==> config.mk <==
export PLATFORM = sky130hd
export DESIGN_NAME = msi_bank
export DESIGN_NICKNAME = d
export VERILOG_FILES = /design/src/rtl/msi_bank_pkg.sv /design/src/rtl/msi_decode.sv /design/src/rtl/msi_addr_map.sv /design/src/rtl/msi_status_reg.sv /design/src/rtl/msi_bank.sv
export SDC_FILE = /design/constraint.sdc
export NUM_CORES = 1
export LEC_CHECK = 0
export ABC_CLOCK_PERIOD_IN_PS = 2000
export BUFFER_PORTS_ARGS = -buffer_cell sky130_fd_sc_hd__buf_2
export CAP_MARGIN = 20
export CORE_ASPECT_RATIO = 2
export CORE_UTILIZATION = 35
export DETAILED_ROUTE_END_ITERATION = 8
export GPL_TIMING_DRIVEN = 0
export SYNTH_ARGS = -nofsm -noshare
export SYNTH_HDL_FRONTEND = slang
export SYNTH_SLANG_ARGS = --single-unit
export TNS_END_PERCENT = 10
==> constraint.sdc <==
create_clock -name clk -period 2 [get_ports clk]
set_clock_uncertainty 0.15 [all_clocks]
set_input_delay 0.3 -clock clk [delete_from_list [all_inputs] [get_ports clk]]
set_output_delay 0.3 -clock clk [all_outputs]
set_load 0.1 [all_outputs]
==> src/rtl/msi_bank_pkg.sv <==
package msi_bank_pkg;
  localparam int DATA_W   = 32;
  localparam int BIT_W    = 5;
  localparam int REG_W    = 4;
  localparam int MAX_REGS = 1 << REG_W;

  typedef struct packed {
    logic             hit;
    logic [REG_W-1:0] reg_idx;
    logic [BIT_W-1:0] bit_idx;
  } msi_tgt_t;

  function automatic logic [DATA_W-1:0] byte_rev(input logic [DATA_W-1:0] d);
    return {d[7:0], d[15:8], d[23:16], d[31:24]};
  endfunction
endpackage

==> src/rtl/msi_decode.sv <==
module msi_decode
  import msi_bank_pkg::*;
#(
  parameter int NUM_REGS = 8
) (
  input  logic [DATA_W-1:0] msg_data,
  input  logic              layout_alt,
  input  logic              swap_bytes,
  output msi_tgt_t          tgt
);
  logic [DATA_W-1:0]       word;
  logic [DATA_W-BIT_W-1:0] leg_reg;

  always_comb begin
    word    = swap_bytes ? byte_rev(msg_data) : msg_data;
    leg_reg = word[DATA_W-1:BIT_W];
    if (layout_alt) begin
      tgt.reg_idx = word[REG_W-1:0];
      tgt.bit_idx = word[REG_W+BIT_W-1:REG_W];
      tgt.hit     = DATA_W'(word[REG_W-1:0]) < DATA_W'(NUM_REGS);
    end else begin
      tgt.reg_idx = leg_reg[REG_W-1:0];
      tgt.bit_idx = word[BIT_W-1:0];
      tgt.hit     = DATA_W'(leg_reg) < DATA_W'(NUM_REGS);
    end
  end
endmodule

==> src/rtl/msi_addr_map.sv <==
module msi_addr_map
  import msi_bank_pkg::*;
#(
  parameter int ADDR_W   = 12,
  parameter int ADDR_MAP = 0,
  parameter int NUM_REGS = 8
) (
  input  logic [ADDR_W-1:0] addr,
  output logic              is_msg,
  output logic              is_stat,
  output logic [REG_W-1:0]  stat_idx
);
  localparam int STRIDE_LG = (ADDR_MAP == 0) ? 4 : 2;
  localparam int MSG_OFF   = (ADDR_MAP == 0) ? 'h140 : 'h38;

  logic [ADDR_W-1:0] slot;
  logic              aligned;

  always_comb begin
    is_msg   = (addr == ADDR_W'(MSG_OFF));
    slot     = addr >> STRIDE_LG;
    aligned  = (addr[STRIDE_LG-1:0] == '0);
    is_stat  = !is_msg && aligned && (slot < ADDR_W'(NUM_REGS));
    stat_idx = slot[REG_W-1:0];
  end
endmodule

==> src/rtl/msi_status_reg.sv <==
module msi_status_reg #(
  parameter int WIDTH = 32,
  parameter int BIT_W = 5
) (
  input  logic             clk,
  input  logic             rst_n,
  input  logic             set_en,
  input  logic [BIT_W-1:0] set_bit,
  input  logic             clr_en,
  output logic [WIDTH-1:0] q,
  output logic             irq
);
  logic [WIDTH-1:0] set_vec;

  always_comb begin
    set_vec = set_en ? (WIDTH'(1) << set_bit) : '0;
    irq     = |q;
  end

  always_ff @(posedge clk) begin
    if (!rst_n) q <= '0;
    else        q <= (clr_en ? '0 : q) | set_vec;
  end

  AST_READ_CLEARS: assert property (@(posedge clk) disable iff (!rst_n)
    clr_en && !set_en |=> q == '0);
  AST_SET_STICKS: assert property (@(posedge clk) disable iff (!rst_n)
    set_en |=> q[$past(set_bit)]);
endmodule

==> src/rtl/msi_bank.sv <==
module msi_bank
  import msi_bank_pkg::*;
#(
  parameter int NUM_REGS = 8,
  parameter int ADDR_W   = 12,
  parameter int ADDR_MAP = 0
) (
  input  logic                clk,
  input  logic                rst_n,
  input  logic                layout_alt,
  input  logic                swap_bytes,
  input  logic                req_valid,
  output logic                req_ready,
  input  logic                req_write,
  input  logic [ADDR_W-1:0]   req_addr,
  input  logic [DATA_W-1:0]   req_wdata,
  output logic                rsp_valid,
  input  logic                rsp_ready,
  output logic [DATA_W-1:0]   rsp_rdata,
  output logic [NUM_REGS-1:0] irq_o
);
  msi_tgt_t          tgt;
  logic              is_msg, is_stat;
  logic [REG_W-1:0]  stat_idx;
  logic              accept, msg_wr, rd;
  logic              pend_v;
  logic [REG_W-1:0]  pend_reg;
  logic [BIT_W-1:0]  pend_bit;
  logic [DATA_W-1:0] stat_q [NUM_REGS];
  logic [DATA_W-1:0] rd_val;

  msi_decode #(.NUM_REGS(NUM_REGS)) u_dec (
    .msg_data(req_wdata), .layout_alt(layout_alt),
    .swap_bytes(swap_bytes), .tgt(tgt));

  msi_addr_map #(.ADDR_W(ADDR_W), .ADDR_MAP(ADDR_MAP), .NUM_REGS(NUM_REGS)) u_map (
    .addr(req_addr), .is_msg(is_msg), .is_stat(is_stat), .stat_idx(stat_idx));

  always_comb begin
    req_ready = !rsp_valid || rsp_ready;
    accept    = req_valid && req_ready;
    msg_wr    = accept && req_write && is_msg;
    rd        = accept && !req_write;
  end

  always_ff @(posedge clk) begin
    if (!rst_n) begin
      pend_v   <= 1'b0;
      pend_reg <= '0;
      pend_bit <= '0;
    end else begin
      pend_v   <= msg_wr && tgt.hit;
      pend_reg <= tgt.reg_idx;
      pend_bit <= tgt.bit_idx;
    end
  end

  for (genvar g = 0; g < NUM_REGS; g++) begin : g_stat
    msi_status_reg #(.WIDTH(DATA_W), .BIT_W(BIT_W)) u_reg (
      .clk(clk), .rst_n(rst_n),
      .set_en(pend_v && (pend_reg == REG_W'(g))),
      .set_bit(pend_bit),
      .clr_en(rd && is_stat && (stat_idx == REG_W'(g))),
      .q(stat_q[g]),
      .irq(irq_o[g]));
  end

  always_comb begin
    rd_val = '0;
    for (int i = 0; i < NUM_REGS; i++)
      if (is_stat && stat_idx == REG_W'(i)) rd_val = stat_q[i];
  end

  always_ff @(posedge clk) begin
    if (!rst_n) begin
      rsp_valid <= 1'b0;
      rsp_rdata <= '0;
    end else if (rd) begin
      rsp_valid <= 1'b1;
      rsp_rdata <= rd_val;
    end else if (rsp_ready) begin
      rsp_valid <= 1'b0;
    end
  end

  AST_RSP_HOLD: assert property (@(posedge clk) disable iff (!rst_n)
    rsp_valid && !rsp_ready |=> rsp_valid && $stable(rsp_rdata));
  AST_DROP_OUT_OF_RANGE: assert property (@(posedge clk) disable iff (!rst_n)
    msg_wr && !tgt.hit |=> !pend_v);
  AST_STATUS_WRITE_IGNORED: assert property (@(posedge clk) disable iff (!rst_n)
    accept && req_write && !is_msg |=> !pend_v);
  AST_NONSTATUS_READ_ZERO: assert property (@(posedge clk) disable iff (!rst_n)
    rd && !is_stat |=> rsp_rdata == '0);
endmodule

==> Word level (Yosys, flattened, before mapping) <==
Cells that the tools add are included.
{ "word_totals": {"ff_bits": 299, "latchBits": 0, "mem_bits_rw": 0, "rom_bits": 0, "input_bits": 51, "output_inout_bits": 42, "memories": 0} }
{ "op_classes": {"n_addsub": 0, "n_mul": 0, "div_mod_pow": 0, "n_lt_le_gt_ge": 3, "n_eq_ne": 15, "n_shift": 1, "muxes": 28, "bitwise_logic": 8, "n_reduce_logical": 48} }
{ "ops": {"columns": ["op", "count"], "rows": [
  ["32-bit two-way mux", 25],
  ["32-bit bitwise OR", 8],
  ["32-bit OR reduction", 8],
  ["4-bit by 3-bit == test with 1-bit output, second input constant", 8],
  ["1-bit logical AND", 32],
  ["1-bit by 5-bit << shifter with 32-bit output, first input constant", 1],
  ["27-bit by 4-bit < comparator with 1-bit output, second input constant", 1],
  ["4-bit by 2-bit == test with 1-bit output, second input constant", 4],
  ["12-bit by 9-bit == test with 1-bit output, second input constant", 1],
  ["4-bit zero test", 3],
  ["10-bit two-way mux", 1],
  ["4-bit by 1-bit == test with 1-bit output, second input constant", 2],
  ["8-bit by 4-bit < comparator with 1-bit output, second input constant", 1],
  ["4-bit < comparator, second input constant", 1],
  ["1-bit zero test", 3],
  ["1-bit two-way mux", 2],
  ["2-bit nonzero test", 1],
  ["1-bit logical OR", 1]
]} }

==> Longest topological paths before layout <==
Gate-level depths: netlist of run 1.
{ "logic_depth": {"depth_word": 13, "ltp_mapped": 7, "depth_no_buf": 4} }

==> Cells and area by module <==
A second synthesis of run 1 with hierarchy kept.
{ "hier_totals": {"hier_cells": 1844, "area_unflattened_um2": 16113.0} }
{ "by_module_without_submodules": {"columns": ["mod", "n_inst", "cells_per_inst", "area_per_inst_um2", "seq_area_each_um2"], "rows": [
  ["msi_status_reg", 8, 157, 1423.9, 640.6],
  ["msi_bank", 1, 546, 4291.6, 860.8],
  ["msi_decode", 1, 33, 346.6, 0.0],
  ["msi_addr_map", 1, 9, 83.8, 0.0]
]} }

==> Least setup slack after synthesis of run 1 <==
No wires, ideal clock.
{ "synth_timing": {"path_kind": "register to register", "startpoint": "register rsp_valid", "endpoint": "register g_stat[0].u_reg.q[0]", "arrival_time_ps": 3078, "t_required_ps": 1718, "slack_ps": -1360, "stages_incl_launch_ff": 8, "path_buffers": 3, "period_less_slack_ps": 3360, "path_cell_list": "dfxtp_1 nand2b_1 clkbuf_1 nand2_1 clkbuf_1 clkbuf_1 o41ai_1 a21oi_1"} }
{ "synth_via": {"elab_chain_cells": 8} }
{ "synth_lines": {"columns": ["element", "line_no", "source"], "rows": [
  ["start: declaration", "msi_bank.sv:17", "output logic rsp_valid,"],
  ["start signal: assignment", "msi_bank.sv:76", "rsp_valid <= 1'b0;"],
  ["start signal: assignment", "msi_bank.sv:79", "rsp_valid <= 1'b1;"],
  ["start signal: assignment", "msi_bank.sv:82", "rsp_valid <= 1'b0;"],
  ["1-bit zero test", "msi_bank.sv:40", "req_ready = !rsp_valid || rsp_ready;"],
  ["1-bit logical OR", "msi_bank.sv:40", null],
  ["named net req_ready", "msi_bank.sv:13", "output logic req_ready,"],
  ["1-bit logical AND", "msi_bank.sv:41", "accept = req_valid && req_ready;"],
  ["1-bit logical AND", "msi_bank.sv:43", "rd = accept && !req_write;"],
  ["1-bit logical AND (2 in a row)", "msi_bank.sv:63", ".clr_en(rd && is_stat && (stat_idx == REG_W'(g))),"],
  ["32-bit two-way mux", "msi_status_reg.sv:22", "else q <= (clr_en ? '0 : q) | set_vec;"],
  ["32-bit bitwise OR", "msi_status_reg.sv:22", null],
  ["end signal: assignment", "msi_status_reg.sv:22", null],
  ["end: declaration", "msi_status_reg.sv:10", "output logic [WIDTH-1:0] q,"]
]} }
The timed path passes the listed nets, and every way through them passes these cells.
A chain may end at the register's enable or synchronous reset.

==> Final worst setup path of run 1 <==
{ "layout_timing": {"startpoint": "register g_stat[1].u_reg.q[13]", "endpoint": "output irq_o[1]"} }
{ "layout_via": {"elab_chain_cells": 1} }
{ "layout_lines": {"columns": ["element", "line_no", "source"], "rows": [
  ["start: declaration", "msi_status_reg.sv:10", null],
  ["start signal: assignment", "msi_status_reg.sv:22", null],
  ["32-bit OR reduction", "msi_status_reg.sv:17", "irq = |q;"],
  ["end: declaration", "msi_bank.sv:20", "output logic [NUM_REGS-1:0] irq_o"]
]} }
Every way passes these cells.

==> results of run 1 <==
==> Yosys cell counts, types with 13 or more instances <==
cell,n
o41ai_1,128
nand4_1,20
o21ai_1,20
buf_2,13
nand2_1,297
o31ai_1,31
dfxtp_1,299
nor4_1,73
clkbuf_1,163
a31oi_1,26
mux2i_1,35
a21oi_1,263
o221ai_1,26
o21ai_0,110
mux2_2,57
nor2_1,73
o22a_1,28
==> routing by layer <==
| metal | global-route usage, % | wire (µm) | vias to the layer above |
|---|---|---|---|
| li1 | - | - | 6980 |
| met3 | 3.003 | 2577 | 281 |
| met1 | 25.92 | 19610 | 7055 |
| met5 | 0 | 0 | - |
| met4 | 29.57 | 7551 | 0 |
| met2 | 58.03 | 34430 | 564 |
==> stage by stage <==
| stage | hold slack (ns) | area (µm²) | util, % | cells |
|---|---|---|---|---|
| final | 0.006226 | 17950 | 43.80 | 2482 |
| after global routing | 0.05125 | 17950 | 43.80 | 2482 |
| after CTS | 0.0001226 | 17580 | 42.90 | 2480 |
| after detailed placement | 0.2899 | 15690 | 38.28 | 2409 |
| after global placement | 0.2943 | 15680 | 38.26 | 2408 |
| after floorplan | 0.2717 | 14560 | - | 1782 |
==> power breakdown <==
part	internal [mW]	leakage, nW	switching (mW)
sequential	5.96	2.42	0.0256
combinational	0.271	3.02	0.761
clock	3.24	0.466	2.48
==> tightest hold or removal path, stage by stage <==
cell and delay [ns]:
buf_2 0.07, nor4_1 0.03, nand4_1 0.10, a211o_1 0.11
a21oi_1 0.06
==> final cells by class <==
class / instances / share of cell area, %
timing repair buffer: 123 / 4.948
tap: 535 / 3.728
inverter: 4 / 0.08363
sequential: 299 / 33.56
clock inverter: 9 / 0.6830
multi-input combinational: 1287 / 47.26
clock buffer: 43 / 4.614
buffer: 182 / 5.115
==> kinds of logic after synthesis <==
group                  after synthesis  synth area share [%]
and+or+nand+nor                    531                 16.81
buffers and inverters              196                 5.543
AOI/OAI and AO/OA                  659                 28.79
muxes                               97                 7.612
DFF                                299                 41.24
==> worst paths after layout <==
kind / startpoint / endpoint / slack, ns / cells past startpoint
min: req_wdata[13] / pend_v$_SDFF_PN0_ / 0.006 / 5
max reg2reg: pend_bit[1]$_SDFF_PN0_ / g_stat[2].u_reg.q[29]$_SDFF_PN0_ / -0.05 / 5
min reg2reg: rsp_rdata[27]$_SDFFE_PN0P_ / rsp_rdata[27]$_SDFFE_PN0P_ / 0.30 / 2
max: g_stat[1].u_reg.q[13]$_SDFF_PN0_ / irq_o[1] / -0.79 / 4
==> repair_timing <==
action                                  in CTS  in global routing
hold buffers                                14                  0
resized for setup                          197                124
buffers inserted                            14                  3
endpoints found under the hold margin       10                  0
endpoints found under the setup margin     278                280
pin swaps                                   34                 23
==> impl_metrics.yaml, run 1 <==
cells_and_area:
  top_register: "g_stat.u_reg.q"
  reg_top3: "g_stat.u_reg.q (256), rsp_rdata (32), pend_bit (5)"
  layout_commonest_cell: "nand2_1"
  largest_register_ffs: 256
  n_antenna_cell: 0
  fillCellCount: 4139
  area_growth_pct: 23.70
  layout_common_cells: "nand2_1, dfxtp_1, a21oi_1"
  drive_gt1_share_pct: 22.29
  fin_nets: 1976
  ff_latch_area_um2: 6026
  multi_input_area_um2: 8486
worst_setup_path:
  crit_buf_inv: 1
  required_ns: 1.55
  cp_max_fo: 3
  criticalPathCategory: "flip-flop to primary output"
  path_cells: "nor4_4 -> nand4_1 -> or2_4 -> buf_12"
  start_kind: "flip-flop"
  cp-end-kind: "primary output"
  arrival_ns: 2.34
  slowest_stage: "nand4_1"
  crit_path_max_incr_delay_ns: 0.43
  crit_family: "simple AND/OR/NAND/NOR gates"
floorplan:
  core_um2: 40990
  die_w_um: 146.0
  die_area_um2: 42340
  initial_utilization_pct: 35.41
  die_h_um: 290.0
  ioPinCount: 93
  rows: 105
cts:
  cts_max_path_buffers: 3
  clk_pin_slew_ns: 0.08
  root_buffer: "clkbuf_16"
  htreeDepth: 1
  cts_tree: "built"
  cts_buffers: 28
  cts_sinks: 299
  clkLatencyLatePin_ns: 0.57
global_routing:
  grt_pass1_vias: 15620
  grt_usage_pct: 29.98
  grt-ovfl-total: 0
  grt_pass1_wl_mm: 94.41
  antenna_found_initial: 0
  grt_max_degree: 15
sta:
  rsz0062_at_grt: "true"
  tightest_slew_ns: 1.002
  finalCriticalPeriod_ns: 2.786
  finalCritPeriodShare_pct: 139.3
  fmax_ghz: 0.3590
  timing_hold_violations_final: 0
  setup_violations: 41
  finalWorstSetupSlack_ns: -0.7856
  timing.slew.headroom_pct: 33.20
  slew_viol_final: 0
  setup-tns-final_ns: -5.465
yosys:
  synth_largest_area_cell: "dfxtp_1"
  syn_inst: 1782
  async_flop_share_pct: 0
  ys_ff_latch: 299
  synth_cell_types: 51
  synth_top_area_share_pct: 41.24
  synth_ff_type: "dfxtp_1"
  synth_area_leaders: "dfxtp_1, a21oi_1, o41ai_1"
  synth_edf_count: 0
  syn-num-nets: 1833
  synth.cell_area_um2: 14510
  ys_warn_count: 0
  yosysSeqAreaShare_pct: 41.24
  syn_avg_cell_area_um2: 8.145
power_and_ir_drop:
  ir_worst_vdd_mv: 0.6752
  total_leakage_power_nw: 5.908
  power_mw: 12.74
  p_per_area_nw_per_um2: 709.6
outcome:
  status: "finished, violations left"
  violations: "negative setup slack"
placement:
  gp_congestion: 1.028
  place_ws_ns: -1.190
  io_buffers: 91
  hpwl_mm: 51.55
hold_path:
  hold_class: "input port to flip-flop"
routing:
  vias: 14880
  finalWirelength_mm: 64.17
  viasPerCell: 5.995
  antenna_left: 0
  drc: 0
  wl_per_cell_um: 25.86
  drt_first_pass_iters: 5
  drt_iter0_markers: 960
job:
  drv_cap: 0
Power figures use the tool's default switching activity.
==> inputs of run 2 (changes only) <==
SKIP_LAST_GASP = 1   (was default)
==> impl_metrics.yaml, run 2 (synthesized netlist as in run 1, its figures left out) <==
cts:
  clk_pin_slew_ns: 0.07
  htreeDepth: 1
  cts_sinks: 299
  root_buffer: "clkbuf_16"
  clkLatencyLatePin_ns: 0.57
  cts_buffers: 28
  cts_tree: "built"
  cts_max_path_buffers: 3
worst_setup_path:
  rr_startpoint: "pend_bit[0]$_SDFF_PN0_"
  path_cells: "nor4_4 -> nand4_1 -> or2_4 -> buf_12"
  cp_max_fo: 3
  r2r_slack_ns: -0.35
  criticalPathCategory: "flip-flop to primary output"
  slowest_stage: "nand4_1"
  startpoint: "g_stat[1].u_reg.q[13]$_SDFF_PN0_"
  crit_family: "simple AND/OR/NAND/NOR gates"
  start_kind: "flip-flop"
  arrival_ns: 2.33
  cp-end-kind: "primary output"
  crit_buf_inv: 1
  crit_path_max_incr_delay_ns: 0.43
  required_ns: 1.55
sta:
  timing_hold_violations_final: 0
  fmax_ghz: 0.3603
  tightest_slew_ns: 1.018
  finalWorstSetupSlack_ns: -0.7756
  holdWs_ns: 0.0007402
  finalCritPeriodShare_pct: 138.8
  setup_violations: 181
  timing.slew.headroom_pct: 32.14
  setup-tns-final_ns: -27.01
  rsz0062_at_grt: "true"
  finalCriticalPeriod_ns: 2.776
  slew_viol_final: 0
power_and_ir_drop:
  total_leakage_power_nw: 5.790
  power.switching_mw: 3.259
  p_seq_share_pct: 47.1
  pwr-share-comb_pct: 7.8
  power_mw: 12.71
  p_per_area_nw_per_um2: 718.7
  switching_share_pct: 25.65
  internal_power_mw: 9.447
  clkPwrFrac_pct: 45.1
  ir_worst_vdd_mv: 0.6589
global_routing:
  gr-usage-met2_pct: 57.79
  grt_usage_pct: 29.89
  grt_pass1_wl_mm: 94.24
  met1_usage_pct: 25.71
  grt_max_degree: 15
  grtUsageMet3_pct: 2.877
  antenna_found_initial: 0
  grt_pass1_vias: 15610
  gr-max-usage-layer: "met2"
  grt-ovfl-total: 0
cells_and_area:
  final_core_util_pct: 43.13
  final_cell_area_um2: 17680
  layout_commonest_cell: "nand2_1"
  top_register: "g_stat.u_reg.q"
  drive_gt1_share_pct: 19.18
  area_growth_pct: 21.81
  fin_nets: 1974
  largest_register_ffs: 256
  reg_top3: "g_stat.u_reg.q (256), rsp_rdata (32), pend_bit (5)"
  n_antenna_cell: 0
  fin_cells: 2480
  layout_common_cells: "nand2_1, dfxtp_1, a21oi_1"
outcome:
  violations: "negative setup slack"
  status: "finished, violations left"
job:
  drv_cap: 0
placement:
  io_buffers: 91
  place_ws_ns: -1.190
  dp_cells: 2409
  gp_congestion: 1.028
  placed_cell_area_um2: 15690
  hpwl_mm: 51.55
routing:
  wl_per_cell_um: 25.95
  drt_first_pass_iters: 6
  drc: 0
  drt_iter0_markers: 930
  antenna_left: 0
  vias: 14900
  viasPerCell: 6.009
  finalWirelength_mm: 64.36
hold_path:
  hold_class: "input port to flip-flop"
  hold_start: "req_wdata[13]"
floorplan:
  die_h_um: 290.0
  initial_utilization_pct: 35.41
  ioPinCount: 93
  rows: 105
  core_um2: 40990
  die_w_um: 146.0
  die_area_um2: 42340
[run 2: cell types whose count changed in the layout (fill, tap and decap cells not counted), moves of 4 or more]
| cell | change |
|---|---|
| clkbuf_1 | +28 |
| nor2_1 | +17 |
| o41ai_2 | -11 |
| clkbuf_2 | -23 |
| o41ai_1 | +11 |
| nor2_2 | -13 |
| clkbuf_4 | -6 |
| nor2_4 | -4 |
[run 2: final cells by class]
type / count / area, µm²
timing repair buffer: 120 / 825.8
multi-input combinational: 1287 / 8322
tap: 535 / 669.4
sequential: 299 / 6026
clock buffer: 43 / 828.3
fill: 4163 / 23310
inverter: 4 / 15.01
buffer: 183 / 870.8
clock inverter: 9 / 122.6
[run 2: layer usage]
layer  routed length, µm  share of wire [%]
met3                2715                4.2
met4                7271                 11
met1               19770                 31
met5                   0                  0
met2               34600                 54
[run 2: power by group through the flow]
stage	Clock, mW	Combinational, mW	Sequential [mW]
2_1_floorplan	0	0.484	6.13
3_3_place_gp	0	0.886	6.13
3_5_place_dp	0	0.891	6.13
4_1_cts	5.75	0.942	5.99
5_1_grt	5.99	1.02	5.99
6_report	5.73	0.989	5.99
[run 2: what timing repair did]
| action | CTS | global route |
|---|---|---|
| hold endpoints to repair | 10 | 0 |
| setup endpoints to repair | 278 | 293 |
| hold buffers | 14 | 0 |
| resized for setup | 159 | 75 |
| buffers inserted | 14 | 0 |
| pin swaps | 34 | 19 |
[run 2: final timing paths]
path                                endpoint  cells after the start
max                                 irq_o[1]                      4
min                        pend_v$_SDFF_PN0_                      5
max reg2reg  g_stat[5].u_reg.q[4]$_SDFF_PN0_                      5
min reg2reg       rsp_rdata[27]$_SDFFE_PN0P_                      2
[run 2: worst min-delay path, stage by stage]
cell and delay (ns):
buf_2 0.07, nor4_1 0.03, nand4_1 0.10, a211o_1 0.11
a21oi_1 0.06
